===== config.mk =====
export PLATFORM = sky130hd
export DESIGN_NAME = link_presence_notifier
export DESIGN_NICKNAME = d
export VERILOG_FILES = /design/src/rtl/lpn_pkg.sv /design/src/rtl/lpn_down_timer.sv /design/src/rtl/lpn_ctrl.sv /design/src/rtl/lpn_datapath.sv /design/src/rtl/link_presence_notifier.sv
export SDC_FILE = /design/constraint.sdc
export NUM_CORES = 1
export LEC_CHECK = 0
export ABC_AREA = 1
export BUFFER_PORTS_ARGS = -buffer_cell sky130_fd_sc_hd__buf_2
export CORE_AREA = 4 4 101 141
export CTS_CLUSTER_DIAMETER = 60
export DETAILED_ROUTE_END_ITERATION = 10
export DIE_AREA = 0 0 105 145
export GPL_TIMING_DRIVEN = 1
export PLACE_DENSITY = 0.57
export SYNTH_ARGS = -nofsm -noshare
export SYNTH_HDL_FRONTEND = slang
export SYNTH_HIERARCHICAL = 1
export SYNTH_SLANG_ARGS = --single-unit
export TNS_END_PERCENT = 10

===== constraint.sdc =====
create_clock -name clk -period 1.6 [get_ports clk]
set_input_delay 0.08 -clock clk [delete_from_list [all_inputs] [get_ports clk]]
set_output_delay 0.08 -clock clk [all_outputs]
set_load 0.03 [all_outputs]

===== src/rtl/lpn_pkg.sv =====
package lpn_pkg;
  typedef struct packed {
    logic ackHold;
    logic ackReload;
  } tmr_strobe_t;
endpackage


===== src/rtl/lpn_down_timer.sv =====
module lpn_down_timer #(
  parameter int W = 16
) (
  input  logic         clk,
  input  logic         rstN,
  input  logic         load,
  input  logic [W-1:0] loadVal,
  input  logic         reload,
  input  logic         hold,
  input  logic         step,
  output logic [W-1:0] count,
  output logic         running,
  output logic         expire
);
  localparam logic [W-1:0] ONE = W'(1);

  always_ff @(posedge clk) begin
    if (!rstN) begin
      count   <= '0;
      running <= 1'b0;
      expire  <= 1'b0;
    end else if (load) begin
      count   <= loadVal;
      running <= (loadVal != '0);
      expire  <= 1'b0;
    end else if (reload && running) begin
      count  <= loadVal;
      expire <= 1'b0;
    end else if (step && running && !hold) begin
      count <= count - ONE;
      if (count == ONE) begin
        running <= 1'b0;
        expire  <= 1'b1;
      end else begin
        expire <= 1'b0;
      end
    end else begin
      expire <= 1'b0;
    end
  end

  // a held timer keeps its value
  p_hold_freeze_r6: assert property (@(posedge clk) disable iff (!rstN)
    hold && !load && !reload |=> $stable(count));
  // an unheld running timer steps down by one
  p_step_dec_r7: assert property (@(posedge clk) disable iff (!rstN)
    step && running && !hold && !load && !reload |=> count == $past(count) - ONE);
  // expiry is a single-cycle pulse
  p_expire_pulse_r10: assert property (@(posedge clk) disable iff (!rstN)
    expire |=> !expire);
endmodule


===== src/rtl/lpn_ctrl.sv =====
module lpn_ctrl
  import lpn_pkg::*;
(
  input  logic        clk,
  input  logic        rstN,
  input  logic        laneSync,
  input  logic        laneAlign,
  input  logic        linkInit,
  input  logic        cfgLockout,
  input  logic        cfgDisable,
  input  logic        notifyEn,
  input  logic        notifyClr,
  output logic        portOk,
  output logic        portUninit,
  output logic        irq,
  output logic        portWriteReq,
  output logic        notifyStat,
  output logic        inErrStopped,
  output logic        syncRestart,
  output tmr_strobe_t strobe
);
  logic laneSyncQ, goodQ, lockInitQ;
  logic lockInit, initEdge, good, lossAny, lossSync, errEvt, setEvt;

  always_comb begin
    lockInit = linkInit & cfgLockout;
    initEdge = lockInit & ~lockInitQ;
    good     = laneSync & laneAlign;
    lossAny  = goodQ & ~good;
    lossSync = laneSyncQ & ~laneSync;
    errEvt   = lossAny & cfgDisable & notifyEn;
    setEvt   = initEdge | errEvt;
    irq      = notifyStat & notifyEn & (cfgLockout | cfgDisable);
    strobe.ackHold   = ~laneSync;
    strobe.ackReload = laneSync & ~laneSyncQ;
  end

  always_ff @(posedge clk) begin
    if (!rstN) begin
      laneSyncQ    <= 1'b0;
      goodQ        <= 1'b0;
      lockInitQ    <= 1'b0;
      notifyStat   <= 1'b0;
      portWriteReq <= 1'b0;
      syncRestart  <= 1'b0;
      inErrStopped <= 1'b0;
      portOk       <= 1'b0;
      portUninit   <= 1'b1;
    end else begin
      laneSyncQ    <= laneSync;
      goodQ        <= good;
      lockInitQ    <= lockInit;
      portWriteReq <= setEvt;
      syncRestart  <= lossSync;
      portOk       <= linkInit;
      portUninit   <= ~linkInit;
      if (setEvt)         notifyStat <= 1'b1;
      else if (notifyClr) notifyStat <= 1'b0;
      if (lossSync)                    inErrStopped <= 1'b1;
      else if (laneSync && !laneSyncQ) inErrStopped <= 1'b0;
    end
  end

  p_ok_tracks_r1: assert property (@(posedge clk) disable iff (!rstN)
    1'b1 |=> portOk == $past(linkInit));
  p_clear_r9: assert property (@(posedge clk) disable iff (!rstN)
    notifyClr && !setEvt |=> !notifyStat);
  p_stop_on_loss_r5: assert property (@(posedge clk) disable iff (!rstN)
    lossSync |=> inErrStopped && syncRestart);
  p_set_sticks_r3: assert property (@(posedge clk) disable iff (!rstN)
    initEdge |=> notifyStat && portWriteReq);
endmodule


===== src/rtl/lpn_datapath.sv =====
module lpn_datapath
  import lpn_pkg::*;
#(
  parameter int W = 16
) (
  input  logic         clk,
  input  logic         rstN,
  input  logic         tick,
  input  tmr_strobe_t  strobe,
  input  logic         ackArm,
  input  logic         ttlArm,
  input  logic [W-1:0] ackVal,
  input  logic [W-1:0] ttlVal,
  input  logic [W-1:0] silenceVal,
  output logic [W-1:0] ackCount,
  output logic         ackTimeout,
  output logic [W-1:0] ttlCount,
  output logic         ttlExpired,
  output logic         cfgBad
);
  logic ackRunning, ttlRunning;

  lpn_down_timer #(.W(W)) ackTmr_i (
    .clk(clk), .rstN(rstN), .load(ackArm), .loadVal(ackVal),
    .reload(strobe.ackReload), .hold(strobe.ackHold), .step(tick),
    .count(ackCount), .running(ackRunning), .expire(ackTimeout));

  lpn_down_timer #(.W(W)) ttlTmr_i (
    .clk(clk), .rstN(rstN), .load(ttlArm), .loadVal(ttlVal),
    .reload(1'b0), .hold(1'b0), .step(tick),
    .count(ttlCount), .running(ttlRunning), .expire(ttlExpired));

  assign cfgBad = (ttlVal <= silenceVal);

  // lane status never holds the lifetime timer
  p_ttl_runs_r7: assert property (@(posedge clk) disable iff (!rstN)
    tick && ttlRunning && !ttlArm |=> ttlCount == $past(ttlCount) - W'(1));
  // acknowledgement timer frozen without sync
  p_ack_frozen_r6: assert property (@(posedge clk) disable iff (!rstN)
    strobe.ackHold && !ackArm |=> $stable(ackCount));
endmodule


===== src/rtl/link_presence_notifier.sv =====
module link_presence_notifier
  import lpn_pkg::*;
#(
  parameter int W = 16
) (
  input  logic         clk,
  input  logic         rstN,
  input  logic         tick,
  input  logic         laneSync,
  input  logic         laneAlign,
  input  logic         linkInit,
  input  logic         cfgLockout,
  input  logic         cfgDisable,
  input  logic         notifyEn,
  input  logic         notifyClr,
  input  logic         ackArm,
  input  logic         ttlArm,
  input  logic [W-1:0] ackVal,
  input  logic [W-1:0] ttlVal,
  input  logic [W-1:0] silenceVal,
  output logic         portOk,
  output logic         portUninit,
  output logic         irq,
  output logic         portWriteReq,
  output logic         notifyStat,
  output logic         inErrStopped,
  output logic         syncRestart,
  output logic [W-1:0] ackCount,
  output logic         ackTimeout,
  output logic [W-1:0] ttlCount,
  output logic         ttlExpired,
  output logic         cfgBad
);
  tmr_strobe_t strobe;

  lpn_ctrl ctrl_i (
    .clk(clk), .rstN(rstN), .laneSync(laneSync), .laneAlign(laneAlign),
    .linkInit(linkInit), .cfgLockout(cfgLockout), .cfgDisable(cfgDisable),
    .notifyEn(notifyEn), .notifyClr(notifyClr), .portOk(portOk),
    .portUninit(portUninit), .irq(irq), .portWriteReq(portWriteReq),
    .notifyStat(notifyStat), .inErrStopped(inErrStopped),
    .syncRestart(syncRestart), .strobe(strobe));

  lpn_datapath #(.W(W)) dp_i (
    .clk(clk), .rstN(rstN), .tick(tick), .strobe(strobe),
    .ackArm(ackArm), .ttlArm(ttlArm), .ackVal(ackVal), .ttlVal(ttlVal),
    .silenceVal(silenceVal), .ackCount(ackCount), .ackTimeout(ackTimeout),
    .ttlCount(ttlCount), .ttlExpired(ttlExpired), .cfgBad(cfgBad));
endmodule


; ---- After elaboration in Yosys (flattened, before gate mapping)
; Cells that the tools add are included.
[word_totals]
reg_bits = 45
input_bits = 60
word_cells = 78
[classes]
n_mux = 18
bitwise = 20
n_reduce_logical = 19
add_sub_neg = 2
n_eq_ne = 3
n_lt_le_gt_ge = 1
[op_table]
columns = op, n
row1 = $mux W16, 5
row2 = $eq A16 B1 Y1 const B, 2
row3 = $reduce_bool A16 Y1, 2
row4 = $sub A16 B1 Y16 const B, 2
row5 = $le A16 B16 Y1, 1
row6 = $mux W1, 13
row7 = $reduce_bool A2 Y1, 6
row8 = $and A1 B1 Y1, 10
row9 = $not A1 Y1, 8
row10 = $logic_and A1 B1 Y1, 5
row11 = $reduce_or A4 Y1, 1
row12 = $reduce_and A3 Y1, 1
row13 = $reduce_bool A3 Y1, 1
row14 = $reduce_or A3 Y1, 1
row15 = $ne A2 B2 Y1 const B, 1
row16 = $or A1 B1 Y1, 2
row17 = $reduce_and A2 Y1, 1
row18 = $logic_not A1 Y1, 1

; ---- Longest topological paths before layout
; Gate-level depths: netlist of the first run.
[logic_depth]
ltp_word = 7
ltp_mapped = 12
ltp_nobuf = 12

; ---- Cells and area by module
; The synthesis of the first run kept the hierarchy.
[by_module_without_submodules]
columns = mod, area_each_um2, n_inst, seq_area_each_um2, cells_each
row1 = lpn_down_timer (dp_i.ttlTmr_i), 1316.3, 1, 360.3, 213
row2 = lpn_down_timer (dp_i.ackTmr_i), 1311.3, 1, 360.3, 213
row3 = lpn_datapath, 439.2, 1, 0.0, 72
row4 = lpn_ctrl, 345.3, 1, 180.2, 38

; ---- Worst setup path after synthesis of the first run
; OpenSTA, ideal clock, no wires.
[synth_timing]
kind = flip-flop to flip-flop
startpoint = reg dp_i.ackTmr_i.count[0]
endpoint = reg dp_i.ackTmr_i.count[14]
stages_incl_launch_ff = 9
path_slack_ns = 0.111
arrival_time_ns = 1.377
path_buffers = 0
required_ns = 1.488
period_less_slack_ns = 1.489
path_cell_list = dfxtp_1 > inv_1 > ha_1 > nand3_2 > nor2_1 > nand2_1 > xor2_1 > nand2_1 > nand2_1
[synth_via]
elab_chain_cells = 4
[synth_lines]
columns = element, line
row1 = "start, declared", lpn_down_timer.sv:11  ; output logic [W-1:0] count,
row2 = "start signal, assigned", lpn_down_timer.sv:23  ; count <= loadVal;
row3 = "start signal, assigned", lpn_down_timer.sv:27  ; count <= loadVal;
row4 = "start signal, assigned", lpn_down_timer.sv:30  ; count <= count - ONE;
row5 = $sub A16 B1 Y16, lpn_down_timer.sv:30
row6 = $mux W16, lpn_down_timer.sv:29  ; end else if (step && running && !hold) begin
row7 = $mux W16, lpn_down_timer.sv:26  ; end else if (reload && running) begin
row8 = $mux W16, lpn_down_timer.sv:22  ; end else if (load) begin
; No other way between the ends. The select of a mux whose other input is x is not followed.
; A chain may end at the register's enable or synchronous reset.

==> flow_summary.ini, run 1 <==
[clocking]
clk_path_buf_depth = 2
cts_tree = yes
h-tree-depth = 2
worstSkewPairLatency_ns = 0.29
clk_pin_slew_worst_paths_ns = 0.06
cts.sinks = 45
cts-root-buf = clkbuf_16
cts-buffers-inserted = 5

[global_routing]
grt_pass1_wl_mm = 17.0
grtUsageTotal = 0.136
antenna_found_initial = 0
grt_pass1_vias = 3620
overflow = 0
grt_max_degree = 37

[setup_path]
critPathMostFrequentCell = nand2_4
cpPeakStageDelay_ns = 0.33
end_kind = register
path_max_fanout = 9
required_ns = 1.83
critPathSlowestCell = dfxtp_1
crit_type = reg2reg
cp-start-kind = register
critical_path.n_buffers_inverters = 3
path_cells = inv_1 -> ha_1 -> nand2_2 -> nand2_4 -> inv_4 -> nand2_4 -> nor2_8 -> inv_2 -> a21oi_2 -> o21ai_1 -> nand2_1
cp.arrival_ns = 1.69
crit_family = simple AND/OR/NAND/NOR gates

[power_and_ir_drop]
netSwitchingFraction = 0.344
seqPwrFrac = 0.355
vdd_drop_max_mv = 0.384
power_density_nw_per_um2 = 829
power_w = 0.00356
p_leak_nw = 2.41
p_int_w = 0.00233
clkPwrFrac = 0.349
power_switching_w = 0.00123
p_comb_frac = 0.296

[timing]
slew_viol_final = 0
finalSetupTns_ns = 0
hold_viol = 0
max_clock_freq_ghz = 0.685
whs_ns = 0.0381
grt_setup_unrepaired = no
clock-skew-final_ns = 0.00665
setup_viol = 0
period_needed_ns = 1.46
period_share = 0.912

[logic_synthesis]
ys_types = 36
synth_seq_cells = 45
synthCells = 536
yosysWarnings = 6
syn_area_per_cell_sq_um = 6.37
netlist_area_sq_um = 3410
yosysSeqAreaShare = 0.264

[detailed_routing]
wl_per_cell_microns = 12.9
drt_iter0_markers = 136
vias_per_cell = 4.57
remaining_drc_errors = 0
vias = 3657
antenna_left = 0
routed_wl_mm = 10.3
drt_pre_antenna_iters = 4

[floorplan]
die_width_microns = 105
coreArea_sq_um = 12900
initial_core_util = 0.265
die_y_microns = 145
io_pins = 102
die-area_sq_um = 15200
row_count = 49

[layout]
nets = 728
drive_above_1_share = 0.240
area_growth_pct = 25.9
diodes = 0

[placed_design]
io_buffers = 101
place_hpwl_mm = 8.37
gp_congestion = 0.913

[run_status]
outcome = complete, no violations

[worst_hold_path]
min_path_type = in2reg

[flow_run]
max_cap_viol_count = 0
[path summary, 6_finish.rpt]
path | start | end | slack [ns] | cells after the start
setup / recovery | ctrl_i/laneSyncQ$_SDFF_PN0_ | dp_i/ackTmr_i/count[7]$_SDFFE_PN0P_ | 0.14 | 11
hold / removal | laneSync | ctrl_i/laneSyncQ$_SDFF_PN0_ | 0.04 | 3
setup reg to reg | ctrl_i/laneSyncQ$_SDFF_PN0_ | dp_i/ackTmr_i/count[7]$_SDFFE_PN0P_ | 0.14 | 11
hold reg to reg | ctrl_i/inErrStopped$_SDFFE_PN0P_ | ctrl_i/inErrStopped$_SDFFE_PN0P_ | 0.45 | 2
[metal layers]
layer | track usage | wire length (microns)
met5 | 0 | 0
met2 | 0.239 | 4950
met1 | 0.156 | 4310
met4 | 0.0650 | 410
met3 | 0.0271 | 657
[power groups by stage]
stage	Clock, W	Combinational [W]	Sequential (W)
floorplan	0	0.000608	0.00140
global placement	0	0.00106	0.00129
detailed placement	0	0.00105	0.00129
CTS	0.00127	0.00106	0.00126
global route	0.00132	0.00119	0.00128
finish	0.00124	0.00106	0.00126
[cell families (layout without fill, tap and decap cells)]
logic type | after synthesis | after routing | share of synthesized area
XOR/XNOR | 9 | 9 | 0.0231
buffers and inverters | 103 | 212 | 0.128
other | 1 | 3 | 0.00110
flip-flops | 45 | 45 | 0.264
AND/OR/NAND/NOR | 290 | 290 | 0.389
adder cells (fa/ha/maj) | 22 | 22 | 0.0807
AO/OA/AOI/OAI | 66 | 66 | 0.114
[synth_stat cells, drive strengths merged]
| cell type | count | area (sq um) |
|---|---|---|
| nand2 | 167 | 682 |
| nor2 | 72 | 338 |
| clkbuf | 2 | 7.51 |
| nand3 | 35 | 203 |
| nor3 | 6 | 40.0 |
| o21ai | 24 | 120 |
| nand3b | 2 | 15.0 |
| o22ai | 14 | 93.8 |
| ha | 22 | 275 |
| conb | 1 | 3.75 |
| buf | 6 | 67.6 |
| xor2 | 9 | 78.8 |
| o211a | 1 | 10.0 |
| dfxtp | 45 | 901 |
| a211oi | 1 | 7.51 |
| inv | 95 | 362 |
| o211ai | 3 | 27.5 |
| a21o | 1 | 7.51 |
| a22oi | 1 | 7.51 |
| a21oi | 20 | 108 |
| nand4 | 8 | 50.1 |
| o21bai | 1 | 7.51 |
[metrics by stage]
step           cell area, sq um  utilization  worst slack (ns)  cells
3_5_place_dp               4110        0.319            0.0879    791
2_1_floorplan              3420            -             0.111    538
5_1_grt                    4290        0.334            0.0227    800
6_report                   4290        0.334             0.140    800
4_1_cts                    4290        0.333            0.0805    800
3_3_place_gp               4110        0.319             0.134    791
[tightest hold or removal path: stages]
cell     delay [ns]
buf_2          0.12
nand2_1        0.05
inv_1          0.04
[placed cells by master, fill, tap and decap left out, types with 3 or more instances in the layout]
| cell type | count |
|---|---|
| a21oi_1 | 18 |
| buf_2 | 101 |
| buf_4 | 6 |
| clkbuf_16 | 5 |
| conb_1 | 3 |
| dfxtp_1 | 45 |
| ha_1 | 21 |
| inv_1 | 91 |
| nand2_1 | 153 |
| nand2_2 | 10 |
| nand2_4 | 4 |
| nand3_1 | 31 |
| nand3_2 | 3 |
| nand4_1 | 8 |
| nor2_1 | 61 |
| nor2_2 | 6 |
| nor2_4 | 3 |
| nor3_1 | 4 |
| o21ai_0 | 18 |
| o21ai_1 | 6 |
| o22ai_1 | 13 |
| xor2_1 | 9 |
[cell type report]
type	instances	area, sq um
multi-input combinational	390	2090
clock buffer	7	143
inverter	95	362
sequential	45	901
clock inverter	1	30.0
fill	1432	8580
timing repair buffer	109	581
tap	153	191
[repair_timing]
item | CTS | global route
hold buffers | 1 | 0
setup buffers | 0 | 0
gates resized for setup | 0 | 3
endpoints found under the setup margin | 0 | 4
hold endpoints to repair | 1 | 0
[registers in the layout, indices dropped and copies added, names as in the netlist]
name and flops:
ctrl_i/inErrStopped 1, dp_i/ttlTmr_i/count 16, dp_i/ackTmr_i/running 1, ctrl_i/goodQ 1, ctrl_i/lockInitQ 1, ctrl_i/laneSyncQ 1
ctrl_i/notifyStat 1, ctrl_i/syncRestart 1, ctrl_i/portWriteReq 1, dp_i/ackTmr_i/expire 1, ctrl_i/portOk 1, ctrl_i/portUninit 1
dp_i/ttlTmr_i/running 1, dp_i/ackTmr_i/count 16, dp_i/ttlTmr_i/expire 1
Note: power is estimated with default switching activity, not from simulation.
==> run 2, diff against run 1 <==
--- a/config.mk
+++ b/config.mk
@@ -13,6 +13,7 @@
 export DIE_AREA = 0 0 105 145
 export GPL_TIMING_DRIVEN = 1
 export PLACE_DENSITY = 0.57
+export SETUP_SLACK_MARGIN = 0.5
 export SYNTH_ARGS = -nofsm -noshare
 export SYNTH_HDL_FRONTEND = slang
 export SYNTH_HIERARCHICAL = 1
==> run 2 against run 1 <==
Effect of this change: core utilization is 3.0 points higher; worst hold slack worse by 0.0072 ns; design area is 9.0% higher; sequential share of layout area is 1.1 points lower; combinational power is 14% higher; sequential cell count stayed put; count of clock-buffer cells in the layout is 1 lower; setup slack better by 0.14 ns.
==> flow_summary.ini, run 2 (synthesized netlist as in run 1, its figures left out) <==
[setup_path]
critical_path.n_buffers_inverters = 3
cp.arrival_ns = 1.55
end_kind = register
path_max_fanout = 7
path_depth = 11
reg2reg_depth = 11
critPathSlowestCell = dfxtp_2
critPathMostFrequentCell = nand2_4
required_ns = 1.83
cpPeakStageDelay_ns = 0.33
cp-start-kind = register
path_cells = inv_2 -> ha_4 -> nand2_4 -> nand2_4 -> inv_8 -> nand2_8 -> nor2_8 -> inv_4 -> a21oi_2 -> o21ai_1 -> nand2_1
crit_family = simple AND/OR/NAND/NOR gates
crit_type = reg2reg

[layout]
reg_top3 = dp_i/ackTmr_i/count x16, dp_i/ttlTmr_i/count x16
diodes = 0
final_common_cell = nand2_1
final_cell_mix = 147 x nand2_1, 101 x buf_2, 83 x inv_1
final_cells = 821
area_growth_pct = 37.1
utilization = 0.363
fillers = 1415
drive_above_1_share = 0.328
nets = 749
finalInstanceArea_sq_um = 4680

[clocking]
cts-buffers-inserted = 5
clk_path_buf_depth = 2
cts.sinks = 45
cts-root-buf = clkbuf_16
cts_tree = yes
clk_pin_slew_worst_paths_ns = 0.07
worstSkewPairLatency_ns = 0.29
h-tree-depth = 2

[timing]
period_share = 0.825
slew_viol_final = 0
grt_setup_unrepaired = yes
clock-skew-final_ns = 0.00539
finalSetupTns_ns = 0
hold_viol = 0
max_clock_freq_ghz = 0.757
setup_viol = 0
period_needed_ns = 1.32

[flow_run]
max_cap_viol_count = 0

[detailed_routing]
vias_per_cell = 4.57
remaining_drc_errors = 0
routed_wl_mm = 10.8
wl_met2_mm = 5.44
drt_iter0_markers = 123
wl_per_cell_microns = 13.2
drt-met1-wl_mm = 4.40
highest_layer = met4
drt_pre_antenna_iters = 4
antenna_left = 0
vias = 3756
wl_met3_microns = 649

[placed_design]
io_buffers = 101
gp_congestion = 0.905
placedCellCount = 791
place_hpwl_mm = 8.45
dpl_cell_area_sq_um = 4180

[power_and_ir_drop]
vdd_drop_max_mv = 0.440
power_density_nw_per_um2 = 784
p_leak_nw = 2.54

[floorplan]
coreArea_sq_um = 12900
initial_core_util = 0.265
die_width_microns = 105
row_count = 49
die-area_sq_um = 15200
io_pins = 102
die_y_microns = 145

[global_routing]
grt_max_degree = 20
grt_pass1_vias = 3626
grt_pass1_wl_mm = 17.3
overflow = 0
grtUsageTotal = 0.138
antenna_found_initial = 0

[worst_hold_path]
min_path_type = in2reg
holdPathStages = 3

[run_status]
outcome = complete, no violations
-- run 2: final cells by class --
type | instances | area, sq um | share of cell area
multi-input combinational | 390 | 2280 | 0.487
sequential | 45 | 928 | 0.198
timing repair buffer | 130 | 741 | 0.158
inverter | 95 | 379 | 0.0810
tap | 153 | 191 | 0.0409
clock buffer | 6 | 129 | 0.0275
clock inverter | 2 | 33.8 | 0.00722
-- run 2: metrics by stage --
stage,worst slack (ns),hold slack (ns),total power [W]
2_1_floorplan,0.316,0.173,0.00204
3_3_place_gp,0.151,0.307,0.00237
3_5_place_dp,0.135,0.305,0.00237
4_1_cts,0.311,0.0177,0.00366
5_1_grt,0.210,0.0247,0.00390
6_report,0.280,0.0309,0.00367
-- run 2: power by group --
group | leakage [nW] | internal (W) | switching [W]
clock | 0.0785 | 0.000733 | 0.000449
combinational | 2.08 | 0.000453 | 0.000756
sequential | 0.377 | 0.00119 | 0.0000854
total | 2.54 | 0.00238 | 0.00129
-- run 2: layer usage --
layer,up-vias,track usage
met1,1660,0.155
met2,134,0.251
li1,1942,-
met4,0,0.0571
met5,-,0
met3,20,0.0280
-- run 2: final timing paths --
| kind | to | from | slack (ns) |
|---|---|---|---|
| worst max-delay path | dp_i/ackTmr_i/count[7]$_SDFFE_PN0P_ | ctrl_i/laneSyncQ$_SDFF_PN0_ | 0.28 |
| worst min-delay path | ctrl_i/lockInitQ$_SDFF_PN0_ | cfgLockout | 0.03 |
| worst max register to register | dp_i/ackTmr_i/count[7]$_SDFFE_PN0P_ | ctrl_i/laneSyncQ$_SDFF_PN0_ | 0.28 |
| worst min register to register | ctrl_i/inErrStopped$_SDFFE_PN0P_ | ctrl_i/inErrStopped$_SDFFE_PN0P_ | 0.45 |
-- run 2: timing repair --
item                                    CTS  global route
hold buffers                              1             0
endpoints found under the setup margin   38            39
pin swaps                                17            13
hold endpoints to repair                  1             0
gates resized for setup                  30            24
setup buffers                             9            12
-- run 2: worst reg2reg max path, cell delays in order (launching register included) --
cell     delay (ns)
dfxtp_2        0.33
inv_2          0.04
ha_4           0.15
nand2_4        0.06
nand2_4        0.07
inv_8          0.09
nand2_8        0.07
nor2_8         0.19
inv_4          0.05
a21oi_2        0.09
o21ai_1        0.07
nand2_1        0.05
